===== src/rtl/cicd_pkg.sv =====
package cicd_pkg;

  // Output quantisation behaviour; the encoding is visible at elaboration.
  typedef enum logic [1:0] {
    QM_TRUNC     = 2'd0,
    QM_ROUND     = 2'd1,
    QM_SAT_TRUNC = 2'd2,
    QM_SAT_ROUND = 2'd3
  } qmode_e;

  // Bit growth of an n-stage filter whose largest gain is (rmax*mmax)^n.
  function automatic int growth_bits(input int n, input int rmax, input int mmax);
    return n * $clog2(rmax * mmax);
  endfunction

  function automatic bit mode_rounds(input qmode_e q);
    return (q == QM_ROUND) || (q == QM_SAT_ROUND);
  endfunction

  function automatic bit mode_saturates(input qmode_e q);
    return (q == QM_SAT_TRUNC) || (q == QM_SAT_ROUND);
  endfunction

endpackage


===== src/rtl/cicd_rate_sel.sv =====
module cicd_rate_sel #(
  parameter int RATE_MAX = 15,
  parameter int RATE_W   = 4
) (
  input  logic              clk_i,
  input  logic              rst_i,
  input  logic [RATE_W-1:0] rate_i,
  output logic              take_o
);

  logic [RATE_W-1:0] r_eff;
  logic [RATE_W-1:0] r_prev;
  logic [RATE_W-1:0] cnt_q;
  logic              rate_chg;
  logic              wrap_pt;

  // Effective factor: 0 behaves as 1, values above the cap are held at the cap.
  always_comb begin
    if (rate_i == '0)                       r_eff = RATE_W'(1);
    else if (rate_i > RATE_W'(RATE_MAX))    r_eff = RATE_W'(RATE_MAX);
    else                                    r_eff = rate_i;
  end

  assign rate_chg = (r_eff != r_prev);
  assign wrap_pt  = (cnt_q == r_eff - RATE_W'(1));
  assign take_o   = wrap_pt && !rate_chg;

  always_ff @(posedge clk_i) begin
    if (rst_i) begin
      cnt_q  <= '0;
      r_prev <= RATE_W'(1);
    end else begin
      r_prev <= r_eff;
      if (rate_chg || wrap_pt) cnt_q <= '0;
      else                     cnt_q <= cnt_q + RATE_W'(1);
    end
  end

  // with a steady rate the phase counter never leaves 0..R_eff-1
  a_r2_cnt_bound: assert property (@(posedge clk_i) disable iff (rst_i)
    !rate_chg |-> (cnt_q < r_eff));

  // a new rate value restarts the count on the following clock
  a_r4_restart: assert property (@(posedge clk_i) disable iff (rst_i)
    rate_chg |=> (cnt_q == '0));

endmodule


===== src/rtl/cicd_integ_chain.sv =====
module cicd_integ_chain #(
  parameter int IN_W  = 8,
  parameter int ACC_W = 25,
  parameter int NSTG  = 3
) (
  input  logic             clk_i,
  input  logic             rst_i,
  input  logic [IN_W-1:0]  sample_i,
  output logic [ACC_W-1:0] acc_o
);

  logic [ACC_W-1:0] acc_q [NSTG];
  logic [ACC_W-1:0] feed  [NSTG];

  assign feed[0] = {{(ACC_W-IN_W){sample_i[IN_W-1]}}, sample_i};

  // Each stage is an accumulator 1/(1-z^-1); sums wrap modulo 2^ACC_W.
  for (genvar k = 0; k < NSTG; k++) begin : g_stage
    if (k > 0) begin : g_link
      assign feed[k] = acc_q[k-1];
    end
    always_ff @(posedge clk_i) begin
      if (rst_i) acc_q[k] <= '0;
      else       acc_q[k] <= acc_q[k] + feed[k];
    end
  end

  assign acc_o = acc_q[NSTG-1];

endmodule


===== src/rtl/cicd_comb.sv =====
module cicd_comb #(
  parameter int ACC_W     = 25,
  parameter int DELAY_MAX = 2,
  parameter int DLY_W     = 2
) (
  input  logic             clk_i,
  input  logic             rst_i,
  input  logic             vld_i,
  input  logic [ACC_W-1:0] d_i,
  input  logic [DLY_W-1:0] dly_sel_i,
  output logic             vld_o,
  output logic [ACC_W-1:0] d_o
);

  logic [ACC_W-1:0] line_q [DELAY_MAX];
  logic [ACC_W-1:0] tap;

  // Pick the sample dly_sel_i decimated steps back; the caller keeps it in 1..DELAY_MAX.
  always_comb begin
    tap = line_q[0];
    for (int i = 0; i < DELAY_MAX; i++) begin
      if (dly_sel_i == DLY_W'(i + 1)) tap = line_q[i];
    end
  end

  always_ff @(posedge clk_i) begin
    if (rst_i) begin
      for (int i = 0; i < DELAY_MAX; i++) line_q[i] <= '0;
      d_o   <= '0;
      vld_o <= 1'b0;
    end else begin
      vld_o <= vld_i;
      if (vld_i) begin
        line_q[0] <= d_i;
        for (int i = 1; i < DELAY_MAX; i++) line_q[i] <= line_q[i-1];
        d_o <= d_i - tap;
      end
    end
  end

  // each decimated word crosses the stage in exactly one clock
  a_r2_comb_step: assert property (@(posedge clk_i) disable iff (rst_i)
    vld_i |=> vld_o);

  // the stage emits nothing it was not given
  a_r2_comb_quiet: assert property (@(posedge clk_i) disable iff (rst_i)
    !vld_i |=> !vld_o);

  // between decimated words the stage output does not move
  a_r6_comb_hold: assert property (@(posedge clk_i) disable iff (rst_i)
    !vld_i |=> $stable(d_o));

endmodule


===== src/rtl/cicd_quant.sv =====
module cicd_quant #(
  parameter int              ACC_W     = 25,
  parameter int              OUT_W     = 12,
  parameter int              OUT_SHIFT = 4,
  parameter cicd_pkg::qmode_e QMODE    = cicd_pkg::QM_SAT_ROUND
) (
  input  logic             clk_i,
  input  logic             rst_i,
  input  logic             vld_i,
  input  logic [ACC_W-1:0] d_i,
  output logic             dv_o,
  output logic [OUT_W-1:0] q_o
);

  localparam int EXT_W = ACC_W + 1;
  localparam logic signed [EXT_W-1:0] HALF =
    cicd_pkg::mode_rounds(QMODE) ? ((EXT_W'(1) << OUT_SHIFT) >> 1) : '0;
  localparam logic signed [EXT_W-1:0] OMAX = EXT_W'((64'sd1 <<< (OUT_W-1)) - 1);
  localparam logic signed [EXT_W-1:0] OMIN = EXT_W'(-(64'sd1 <<< (OUT_W-1)));

  logic signed [EXT_W-1:0] scaled;
  logic        [OUT_W-1:0] q_next;

  // One guard bit keeps the rounding offset from overflowing the wide value.
  function automatic logic signed [EXT_W-1:0] scale(input logic [ACC_W-1:0] v);
    logic signed [EXT_W-1:0] ext;
    ext = $signed({v[ACC_W-1], v});
    return (ext + HALF) >>> OUT_SHIFT;
  endfunction

  assign scaled = scale(d_i);

  always_comb begin
    q_next = scaled[OUT_W-1:0];
    if (cicd_pkg::mode_saturates(QMODE)) begin
      if (scaled > OMAX)      q_next = OMAX[OUT_W-1:0];
      else if (scaled < OMIN) q_next = OMIN[OUT_W-1:0];
    end
  end

  always_ff @(posedge clk_i) begin
    if (rst_i) begin
      dv_o <= 1'b0;
      q_o  <= '0;
    end else begin
      dv_o <= vld_i;
      if (vld_i) q_o <= q_next;
    end
  end

  // the strobe lasts one clock per word handed over by the last comb
  a_r2_dv_pulse: assert property (@(posedge clk_i) disable iff (rst_i)
    dv_o |-> $past(vld_i));

  // the output word changes only together with a strobe
  a_r2_hold: assert property (@(posedge clk_i) disable iff (rst_i)
    !dv_o |-> $stable(q_o));

  if (cicd_pkg::mode_saturates(QMODE)) begin : g_sat_chk
    // a value above the output range lands exactly on the positive limit
    a_r8_clamp_hi: assert property (@(posedge clk_i) disable iff (rst_i)
      (vld_i && (scaled > OMAX)) |=> (q_o == OMAX[OUT_W-1:0]));
    // a value below the output range lands exactly on the negative limit
    a_r8_clamp_lo: assert property (@(posedge clk_i) disable iff (rst_i)
      (vld_i && (scaled < OMIN)) |=> (q_o == OMIN[OUT_W-1:0]));
  end

endmodule


===== src/rtl/cicd_decimator.sv =====
module cicd_decimator #(
  parameter int               IN_W      = 8,
  parameter int               OUT_W     = 12,
  parameter int               N_STAGES  = 3,
  parameter int               RATE_MAX  = 15,
  parameter int               RATE_W    = 4,
  parameter int               DELAY_MAX = 2,
  parameter int               DLY_W     = $clog2(DELAY_MAX + 1),
  parameter int               GUARD     = 2,
  parameter int               OUT_SHIFT = 4,
  parameter cicd_pkg::qmode_e QMODE     = cicd_pkg::QM_SAT_ROUND
) (
  input  logic              clk_i,
  input  logic              rst_i,
  input  logic [IN_W-1:0]   sample_i,
  input  logic [RATE_W-1:0] rate_i,
  input  logic [DLY_W-1:0]  delay_i,
  output logic [OUT_W-1:0]  data_o,
  output logic              dv_o
);

  localparam int ACC_W = IN_W + cicd_pkg::growth_bits(N_STAGES, RATE_MAX, DELAY_MAX) + GUARD;

  logic [ACC_W-1:0] integ_out;
  logic             take;
  logic [DLY_W-1:0] m_eff;
  logic [ACC_W-1:0] cd [N_STAGES+1];
  logic             cv [N_STAGES+1];

  // clamp the differential delay into 1..DELAY_MAX
  always_comb begin
    if (delay_i == '0)                       m_eff = DLY_W'(1);
    else if (delay_i > DLY_W'(DELAY_MAX))    m_eff = DLY_W'(DELAY_MAX);
    else                                     m_eff = delay_i;
  end

  cicd_integ_chain #(.IN_W(IN_W), .ACC_W(ACC_W), .NSTG(N_STAGES)) integ_i (
    .clk_i(clk_i), .rst_i(rst_i), .sample_i(sample_i), .acc_o(integ_out)
  );

  cicd_rate_sel #(.RATE_MAX(RATE_MAX), .RATE_W(RATE_W)) rsel_i (
    .clk_i(clk_i), .rst_i(rst_i), .rate_i(rate_i), .take_o(take)
  );

  assign cd[0] = integ_out;
  assign cv[0] = take;

  for (genvar s = 0; s < N_STAGES; s++) begin : g_comb
    cicd_comb #(.ACC_W(ACC_W), .DELAY_MAX(DELAY_MAX), .DLY_W(DLY_W)) comb_i (
      .clk_i(clk_i), .rst_i(rst_i),
      .vld_i(cv[s]), .d_i(cd[s]), .dly_sel_i(m_eff),
      .vld_o(cv[s+1]), .d_o(cd[s+1])
    );
  end

  cicd_quant #(.ACC_W(ACC_W), .OUT_W(OUT_W), .OUT_SHIFT(OUT_SHIFT), .QMODE(QMODE)) quant_i (
    .clk_i(clk_i), .rst_i(rst_i), .vld_i(cv[N_STAGES]), .d_i(cd[N_STAGES]),
    .dv_o(dv_o), .q_o(data_o)
  );

  // the effective delay seen by the combs is always a legal tap
  a_r5_delay_legal: assert property (@(posedge clk_i) disable iff (rst_i)
    (m_eff != '0) && (m_eff <= DLY_W'(DELAY_MAX)));

  // nothing is announced in the first clock after reset
  a_r1_quiet_after_reset: assert property (@(posedge clk_i)
    $fell(rst_i) |-> !dv_o);

endmodule


===== config.mk =====
export PLATFORM = sky130hd
export DESIGN_NAME = cicd_decimator
export DESIGN_NICKNAME = d
export VERILOG_FILES = /design/src/rtl/cicd_pkg.sv /design/src/rtl/cicd_rate_sel.sv /design/src/rtl/cicd_integ_chain.sv /design/src/rtl/cicd_comb.sv /design/src/rtl/cicd_quant.sv /design/src/rtl/cicd_decimator.sv
export SDC_FILE = /design/constraint.sdc
export NUM_CORES = 1
export LEC_CHECK = 0
export BUFFER_PORTS_ARGS = -buffer_cell sky130_fd_sc_hd__buf_2
export CORE_ASPECT_RATIO = 1.2
export CORE_MARGIN = 4
export CORE_UTILIZATION = 58
export DETAILED_ROUTE_END_ITERATION = 16
export PLACE_DENSITY = 0.77
export RECOVER_POWER = 100
export SLEW_MARGIN = 20
export SYNTH_ARGS = -nofsm -noshare
export SYNTH_HDL_FRONTEND = slang
export SYNTH_SLANG_ARGS = --single-unit

===== constraint.sdc =====
create_clock -name clk_i -period 3.1 [get_ports clk_i]
set_input_delay 0.155 -clock clk_i [delete_from_list [all_inputs] [get_ports clk_i]]
set_output_delay 0.155 -clock clk_i [all_outputs]
set_load 0.02 [all_outputs]

# --- Word-level counts from Yosys, hierarchy flattened ---
# Memories as Yosys holds them, arrays and structs flattened.
# Cells that the tools add are included.
totals:
  inputBits: 16
  reg_bits: 99
  memories: 4
  mem_bits_rw: 225
  out_inout_bits: 13
  wordCells: 75
classes:
  n_eq_ne: 3
  magnitude_cmp: 4
  bitwise_logic: 9
  n_addsub: 9
  muxes: 30
  n_reduce_logical: 6
memory_table:
  columns: ["name", "depth", "word_bits", "read_ports", "rd_ports_with_merged_regs", "write_ports", "line_no", "text"]
  rows:
  - ["integ_i.acc_q", 3, 25, 3, 0, 3, "cicd_integ_chain.sv:12", "logic [ACC_W-1:0] acc_q [NSTG];"]
  - ["g_comb[0].comb_i.line_q", 2, 25, 2, 0, 2, "cicd_comb.sv:15", "logic [ACC_W-1:0] line_q [DELAY_MAX];"]
  - ["g_comb[1].comb_i.line_q", 2, 25, 2, 0, 2, "cicd_comb.sv:15", null]
  - ["g_comb[2].comb_i.line_q", 2, 25, 2, 0, 2, "cicd_comb.sv:15", null]
ops:
  columns: ["operator", "count"]
  rows:
  - ["$mux W25", 12]
  - ["$add A25 B25 Y25", 3]
  - ["$sub A25 B25 Y25", 3]
  - ["$add A25 B5 Y26 const B", 1]
  - ["$mux W12", 2]
  - ["$gt A22 B12 Y1 const B", 1]
  - ["$lt A22 B12 Y1 const B", 1]
  - ["$mux W1", 12]
  - ["$or A1 B1 Y1", 9]
  - ["$mux W4", 2]
  - ["$add A4 B1 Y4 const B", 1]
  - ["$eq A4 B4 Y1", 1]
  - ["$gt A4 B4 Y1 const B", 1]
  - ["$logic_not A4 Y1", 1]
  - ["$mux W2", 2]
  - ["$ne A4 B4 Y1", 1]
  - ["$sub A4 B1 Y4 const B", 1]
  - ["$eq A2 B2 Y1 const B", 1]
  - ["$gt A2 B2 Y1 const B", 1]
  - ["$logic_not A2 Y1", 1]
  - ["$reduce_or A2 Y1", 1]
  - ["$logic_and A1 B1 Y1", 1]
  - ["$logic_not A1 Y1", 1]
  - ["$logic_or A1 B1 Y1", 1]

# --- Depth between registers and ports, before layout ---
# Gate-level depths: netlist of run 1.
logic_depth:
  ltp_word: 10
  depth_mapped: 14
  mapped_depth_nobuf: 12

# --- Modules after synthesis ---
# Synthesis of run 1 repeated with hierarchy kept, for this count alone.
unflattened:
  cells_unflattened: 2075
  hier_area_um2: 19945.4
modules_own_cells:
  columns: ["module", "cells_per_inst", "instances", "area_per_inst_um2", "seq_area_each_um2"]
  rows:
  - ["cicd_comb at g_comb[1].comb_i ...", 419, 2, 4296.6, 2021.9]
  - ["cicd_integ_chain", 643, 1, 5450.2, 1501.4]
  - ["cicd_comb at g_comb[0].comb_i", 413, 1, 4386.7, 2021.9]
  - ["cicd_quant", 130, 1, 1044.8, 260.2]
  - ["cicd_rate_sel", 49, 1, 462.9, 160.2]
  - ["cicd_decimator", 2, 1, 7.5, 0.0]

# --- Least setup slack after synthesis of run 1 ---
# Ideal clock, no wire load.
synth_path:
  path_kind: "in2reg"
  startpoint: "input delay_i[1]"
  endpoint: "register g_comb[0].comb_i.d_o[12]"
  setup_ps: 117
  setup_slack_ps: -301
  path_buffers: 2
  t_required_ps: 2983
  path_stages: 14
  t_arrival_ps: 3285
  path_cell_list: "clkbuf_1 -> clkbuf_1 -> mux2_2 -> ha_1 -> fa_1 -> nor2b_1 -> o21ai_0 -> a21boi_0 -> o21a_1 -> a21o_1 -> a21o_1 -> a311oi_1 -> xnor2_1 -> a22o_1"
synth_between:
  elab_chain_cells: 6
  word_cells_on_any_way: 7
  classes_between: "add/sub: 1; order compare: 1; eq/ne: 1; mux: 3; reduce/logical: 1"
synth_lines:
  columns: ["item", "line_no", "text"]
  rows:
  - ["start: declaration", "cicd_decimator.sv:17", "input logic [DLY_W-1:0] delay_i,"]
  - ["$gt A2 B2 Y1", "cicd_decimator.sv:33", "else if (delay_i > DLY_W'(DELAY_MAX)) m_eff = DLY_W'(DELAY_MAX);"]
  - ["$mux W2", "cicd_decimator.sv:33", null]
  - ["$mux W2 *", "cicd_decimator.sv:32", "if (delay_i == '0) m_eff = DLY_W'(1);"]
  - ["$eq A2 B2 Y1 *", "cicd_comb.sv:22", "if (dly_sel_i == DLY_W'(i + 1)) tap = line_q[i];"]
  - ["$mux W25 *", "cicd_comb.sv:22", null]
  - ["$sub A25 B25 Y25 *", "cicd_comb.sv:36", "d_o <= d_i - tap;"]
  - ["end signal: assignment", "cicd_comb.sv:36", null]
  - ["end: declaration", "cicd_comb.sv:12", "output logic [ACC_W-1:0] d_o"]
# Every way passes the cells marked *; elsewhere a longest branch is shown, timed or not.
# A chain may end at the register's enable or synchronous reset.

==> run_results.csv, run 1 <==
group,metric,value,unit
detailed_routing,drt_wl_total,35200,um
logic_synthesis,synth_ff_type,"dfxtp_1",
clocking,cts.path.max_buffers,3,
grt,gr-total-overflow,0,
worst_setup_path,cp.required,3.53,ns
logic_synthesis,synth_area_leaders,"edfxtp_1 (24%), dfxtp_1 (18%), ha_1 (9.9%), and2_1 (5.3%), mux2i_1 (4.8%)",
timing,fin_tns_setup,0,ns
outcome,outcome,"finished clean",
grt,met1_usage,23.4,%
final_layout,fill_cells,2454,
die,placementRows,71,
timing,slew_violations,0,
clocking,ctsHtreeMaxLevel,2,
die,die_h,204,um
logic_synthesis,ys_ff_latch,321,
grt,grt_use_total,20.3,%
clocking,clk_latency,0.51,ns
timing,post-route-min-period,2.96,ns
clocking,clkSinkCount,321,
min_path,min-delay-path-class,"in -> reg",
final_layout,insertedDiodeCount,0,
worst_setup_path,endpoint_kind,"flip-flop",
clocking,clk_pin_slew,0.06,ns
detailed_routing,routed_via_density,5.72,
die,ios,29,
die,start_util,58.9,%
timing,setup_viol,0,
timing,max_freq,0.338,GHz
clocking,cts_tree,"done",
logic_synthesis,synth_edf_count,150,
die,fp.dieW,171,um
detailed_routing,dr_total_vias,13249,
timing,period_share,95.4,%
die,core-area,0.0314,mm^2
place,dp_hpwl,25800,um
grt,grt_pass1_vias,13523,
detailed_routing,post-route-drc-count,0,
detailed_routing,wl_per_cell,15.2,um
power_and_ir_drop,p_leak,8.78,nW
timing,final_hold_viol_count,0,
worst_setup_path,worstPathArrival,3.38,ns
die,fp.dieArea,0.0349,mm^2
detailed_routing,drtIter0Drc,556,
final_layout,seq_area,0.00793,mm^2
detailed_routing,drtAntennaViolNets,0,
final_layout,drive_gt1_share,9.19,%
final_layout,layout.nets,2058,
logic_synthesis,async_flop_share,0,%
detailed_routing,first_pass_iters,4,
logic_synthesis,yosysTopAreaCellShare,24.3,%
flow_run,max-cap-violations,0,
power_and_ir_drop,ir_worst_vdd,0.000588,V
clocking,cts-buffers-inserted,35,
power_and_ir_drop,p_total,15.0,mW
grt,use_met3,2.71,%
power_and_ir_drop,power_density,724,mW/mm^2
grt,busiest_layer,"met2",
worst_setup_path,startpoint_type,"flip-flop",
final_layout,area_growth,11.9,%
timing,clock_skew,0.00918,ns
clocking,cts-root-buf,"clkbuf_16",
logic_synthesis,synth.avg_cell_area,10.2,um^2
final_layout,multi_input_area,0.0103,mm^2
grt,antenna_found_initial,1,
grt,grt_pass1_wl,60100,um
place,port_buffers,27,
timing,worstMarginPinSlew,1.29,ns
logic_synthesis,synth_cells,1823,
worst_setup_path,crit_fanout,4,
logic_synthesis,ys_warn_count,0,
grt,grt_max_degree,76,
timing,slew_headroom,14.1,%
logic_synthesis,ys_seq_area_share,42.8,%
logic_synthesis,syn_nets,1990,
logic_synthesis,netlist_area,0.0185,mm^2
place,routabilityCongestion,0.870,
grt,use_met2,37.9,%
logic_synthesis,synth.distinct_cells,81,
logic_synthesis,yosysTopAreaCell,"edfxtp_1",
worst_setup_path,crit_type,"reg -> reg",
## cells by family (layout without fill, tap and decap cells)
kind of cell,count (synthesis),count (layout),share of synthesized area (%)
AOI/OAI and AO/OA,421,421,16.0
xor gates and xnor gates,132,132,6.24
adders and majority gates,151,151,10.4
buffers and inverters,102,195,2.38
DFF,321,321,42.8
muxes,94,94,5.11
and+or+nand+nor,602,602,17.0
## final cells by class
type / instances / area share [%]
sequential: 321 / 38.2
clock buffer: 50 / 4.90
timing repair buffer: 90 / 3.16
clock inverter: 12 / 0.953
tap: 401 / 2.42
inverter: 43 / 0.778
multi-input combinational: 1400 / 49.6
## critical path, stage by stage, from the launching register on
cell      delay [ns]
edfxtp_1        0.40
mux2i_1         0.17
ha_1            0.29
buf_4           0.16
nand4_1         0.09
a21oi_1         0.07
or3_4           0.41
a31oi_4         0.25
o21ai_2         0.12
a2111o_1        0.41
nand4_1         0.13
nand3_1         0.11
a311oi_2        0.27
## where the power goes
| group | switching, mW | internal (mW) | total [mW] | leakage [nW] |
|---|---|---|---|---|
| Combinational | 2.96 | 2.44 | 5.39 | 5.26 |
| Sequential | 0.362 | 4.94 | 5.30 | 2.94 |
| Clock | 1.63 | 2.70 | 4.33 | 0.575 |
## synthesized netlist by cell type (13+ instances only)
library cell and number:
xnor2_1 90, o21ai_0 68, a21o_1 66, nand4_1 13, and2_1 156, o21a_1 17
inv_1 42, a22o_1 38, or3_1 13, and3_1 16, o21bai_1 13, nor3_1 36
nand2_1 70, edfxtp_1 150, ha_1 146, nand3_1 26, nor2_1 181, nand2b_1 22
mux2i_1 89, a31oi_1 14, a21oi_1 101, clkbuf_1 43, nor2b_1 39, xor2_1 42
dfxtp_1 171, a21boi_0 13
## metrics by stage
step | worst slack, ns | hold WS [ns] | area, um^2 | util [%] | cells
2_1_floorplan | 0.0831 | 0.283 | 18500 | - | 1823
3_3_place_gp | -0.0262 | 0.434 | 19400 | 61.6 | 2244
3_5_place_dp | -0.0859 | 0.443 | 19400 | 61.6 | 2244
4_1_cts | 0.0223 | 0.0547 | 20600 | 65.6 | 2311
5_1_grt | -0.00192 | 0.0979 | 20700 | 66.0 | 2317
6_report | 0.143 | 0.0664 | 20700 | 66.0 | 2317
## state kept, by name, summed over array words and instances, names as in the netlist
| signal | flops |
|---|---|
| g_comb.comb_i.line_q | 150 |
| rsel_i.r_prev | 4 |
| quant_i.dv_o | 1 |
| g_comb.comb_i.vld_o | 3 |
| quant_i.q_o | 12 |
| g_comb.comb_i.d_o | 72 |
| integ_i.acc_q | 75 |
| rsel_i.cnt_q | 4 |
## routing by layer
layer	vias to the layer above	part of all wire, %
met1	6219	42
met5	-	0
li1	6774	-
met2	173	52
met3	83	2.6
met4	0	3.1
## layout by cell type, fill, tap and decap left out, types with 7 or more instances in the layout
| cell | n |
|---|---|
| clkbuf_16 | 38 |
| o21bai_1 | 13 |
| a21oi_1 | 98 |
| a21o_1 | 66 |
| o31ai_1 | 7 |
| a31oi_1 | 13 |
| nor2_1 | 180 |
| nand2_1 | 70 |
| o211ai_1 | 7 |
| or3_1 | 12 |
| a21boi_0 | 11 |
| nand3_1 | 26 |
| and2_1 | 132 |
| nor2b_1 | 37 |
| a2111oi_2 | 10 |
| clkbuf_1 | 29 |
| ha_1 | 145 |
| mux2i_1 | 89 |
| nand2b_1 | 22 |
| xor2_1 | 42 |
| buf_4 | 49 |
| dfxtp_1 | 171 |
| o21ai_0 | 65 |
| edfxtp_1 | 150 |
| and3_1 | 16 |
| and2_0 | 24 |
| a22o_1 | 38 |
| nand4_1 | 13 |
| nor3_1 | 34 |
| xnor2_1 | 90 |
| o21a_1 | 17 |
| inv_1 | 39 |
| a211oi_1 | 11 |
| buf_2 | 9 |
## path summary, 6_finish.rpt
check | cells past startpoint | slack (ns) | endpoint | startpoint
min reg2reg | 2 | 0.47 | quant_i.q_o[11] | quant_i.q_o[11]
max | 12 | 0.14 | g_comb[2].comb_i.d_o[24] | g_comb[2].comb_i.line_q[0][9]
min | 2 | 0.07 | rsel_i.r_prev[1] | rst_i
max reg2reg | 12 | 0.14 | g_comb[2].comb_i.d_o[24] | g_comb[2].comb_i.line_q[0][9]
## what timing repair did
item                                    4_1_cts  5_1_grt
pin swaps                                     0        9
gates resized for setup                       1       23
hold endpoints to repair                      5        0
hold buffers                                  5        0
buffers inserted                              0        6
endpoints found under the setup margin        1       28
Note: power is estimated with default switching activity, not from simulation.
==> inputs of run 2 (changes only) <==
--- a/config.mk
+++ b/config.mk
@@ -11,7 +11,7 @@
 export CORE_UTILIZATION = 58
 export DETAILED_ROUTE_END_ITERATION = 16
 export PLACE_DENSITY = 0.77
-export RECOVER_POWER = 100
+export RECOVER_POWER = 25
 export SLEW_MARGIN = 20
 export SYNTH_ARGS = -nofsm -noshare
 export SYNTH_HDL_FRONTEND = slang
==> run 2 against run 1 <==
  * First-iteration DRC count down 4.3%
  * Clock-buffer cell count unchanged
  * Critical path type unchanged
  * Clock skew about the same
  * Clock power about the same
  * Combinational power about the same
  * Setup slack about the same
  * Wire length up 0.17%
==> run_results.csv, run 2 (synthesis results as in run 1) <==
group,metric,value,unit
place,dp_hpwl,25800,um
min_path,min-delay-path-class,"in -> reg",
clocking,cts-buffers-inserted,35,
clocking,clk_latency,0.51,ns
power_and_ir_drop,power.switching,4.95,mW
final_layout,design_area,0.0207,mm^2
detailed_routing,routed_via_density,5.72,
grt,antenna_found_initial,1,
die,placementRows,71,
flow_run,max-cap-violations,0,
final_layout,most-common-layout-cells,"nor2_1 (180), dfxtp_1 (171), edfxtp_1 (150)",
min_path,min_from,"rst_i",
worst_setup_path,rr_endpoint,"g_comb[2].comb_i.d_o[24]",
timing,final_hold_viol_count,0,
die,die_h,204,um
timing,fin_ws,0.143,ns
timing,post-route-min-period,2.96,ns
worst_setup_path,worstPathArrival,3.38,ns
grt,grt_pass1_wl,60100,um
final_layout,drive_gt1_share,9.19,%
detailed_routing,drt_wl_total,35300,um
detailed_routing,first_pass_iters,5,
timing,fin_tns_setup,0,ns
outcome,outcome,"finished clean",
power_and_ir_drop,p_sw_share,32.9,%
min_path,hold_path_depth,2,
place,routabilityCongestion,0.870,
place,dp_cells,2244,
timing,clock_skew,0.00934,ns
grt,grt_pass1_vias,13523,
power_and_ir_drop,p_comb_share,35.9,%
final_layout,insertedDiodeCount,0,
timing,max_freq,0.338,GHz
power_and_ir_drop,p_int,10.1,mW
timing,slew_violations,0,
clocking,ctsHtreeMaxLevel,2,
timing,setup_viol,0,
detailed_routing,dr_total_vias,13259,
grt,use_met3,2.71,%
worst_setup_path,r2r_slack,0.14,ns
clocking,cts-root-buf,"clkbuf_16",
clocking,cts_tree,"done",
worst_setup_path,reg2reg_depth,12,
place,placedInstanceArea,0.0194,mm^2
final_layout,layout.nets,2058,
detailed_routing,post-route-drc-count,0,
power_and_ir_drop,power_frac_clock,28.8,%
worst_setup_path,worst-path-buf-inv,1,
grt,busiest_layer,"met2",
detailed_routing,drtAntennaViolNets,0,
die,ios,29,
worst_setup_path,endpoint_kind,"flip-flop",
worst_setup_path,cpLargestDelayFamily,"compound AO/OA/AOI/OAI gates",
final_layout,largest_register_ffs,150,
worst_setup_path,crit_fanout,4,
worst_setup_path,startpoint_type,"flip-flop",
final_layout,area_growth,11.9,%
place,place_ws,-0.0859,ns
clocking,clkSinkCount,321,
power_and_ir_drop,p_leak,8.79,nW
worst_setup_path,crit_type,"reg -> reg",
die,core-area,0.0314,mm^2
worst_setup_path,cp.required,3.53,ns
grt,gr-total-overflow,0,
grt,met1_usage,23.4,%
grt,use_met2,37.9,%
worst_setup_path,rr_startpoint,"g_comb[2].comb_i.line_q[0][9]",
worst_setup_path,critPathMaxStageDelay,0.41,ns
power_and_ir_drop,p_seq_share,35.3,%
die,fp.dieArea,0.0349,mm^2
die,fp.dieW,171,um
final_layout,regMostFlops,"g_comb.comb_i.line_q",
power_and_ir_drop,p_total,15.0,mW
min_path,whs_endpoint,"rsel_i.r_prev[1]",
grt,grt_max_degree,76,
power_and_ir_drop,power_density,725,mW/mm^2
die,start_util,58.9,%
detailed_routing,wl_per_cell,15.2,um
final_layout,top_regs,"g_comb.comb_i.line_q: 150 flops, integ_i.acc_q: 75 flops, g_comb.comb_i.d_o: 72 flops",
detailed_routing,drtIter0Drc,532,
final_layout,final_cells,2317,
grt,grt_use_total,20.3,%
power_and_ir_drop,ir_worst_vdd,0.000588,V
place,port_buffers,27,
worst_setup_path,cp_slowest_cell,"or3_4",
final_layout,layout_commonest_cell,"nor2_1",
worst_setup_path,cp_common_cell,"nand4_1",
clocking,clk_pin_slew,0.06,ns
clocking,cts.path.max_buffers,3,
timing,worstMarginPinSlew,1.32,ns
worst_setup_path,crit_chain,"mux2i_1 > ha_1 > buf_4 > nand4_1 > a21oi_1 > or3_4 > a31oi_4 > o21ai_2 > a2111o_1 > nand4_1 > nand3_1 > a311oi_2",
timing,slew_headroom,12.3,%
timing,period_share,95.4,%
[run 2: layer usage]
| layer | part of all wire [%] | wire length (um) |
|---|---|---|
| met3 | 2.6 | 923 |
| met2 | 52 | 18400 |
| met4 | 3.1 | 1100 |
| met1 | 42 | 14800 |
| met5 | 0 | 0 |
[run 2: worst max-delay path by stage]
stage / from / to / slack, ns / cells past startpoint
detailed placement: delay_i[1] / g_comb[1].comb_i.d_o[18] / -0.09 / 13
CTS: integ_i.acc_q[2][5] / integ_i.acc_q[2][23] / 0.02 / 9
global route: integ_i.acc_q[0][0] / integ_i.acc_q[0][24] / -0.002 / 13
finish: g_comb[2].comb_i.line_q[0][9] / g_comb[2].comb_i.d_o[24] / 0.14 / 12
floorplan: delay_i[1] / g_comb[0].comb_i.d_o[12] / 0.08 / 13
global placement: delay_i[1] / g_comb[1].comb_i.d_o[18] / -0.03 / 12
[run 2: layout make-up]
cell class	count	area (um^2)
Tap cell	401	502
Clock inverter	12	198
Sequential cell	321	7930
Clock buffer	50	1020
Multi-Input combinational cell	1400	10300
Fill cell	2454	10700
Timing Repair Buffer	90	654
Inverter	43	161
[run 2: metrics by stage]
stage,utilization [%],hold WS (ns)
global route,66.0,0.0979
floorplan,-,0.283
detailed placement,61.6,0.443
finish,66.0,0.0681
CTS,65.6,0.0547
global placement,61.6,0.434
[run 2: power by group through the flow]
stage / registers (mW) / clock network [mW] / logic [mW]
2_1_floorplan: 5.26 / 0 / 4.28
3_3_place_gp: 5.37 / 0 / 5.04
3_5_place_dp: 5.39 / 0 / 5.25
4_1_cts: 5.31 / 4.42 / 5.30
5_1_grt: 5.37 / 4.61 / 6.09
6_report: 5.30 / 4.33 / 5.40
[run 2: timing repair]
action / CTS / global route
buffers inserted: 0 / 6
hold buffers: 5 / 0
gates resized for setup: 1 / 23
endpoints found under the setup margin: 1 / 28
pin swaps: 0 / 9
endpoints found under the hold margin: 5 / 0
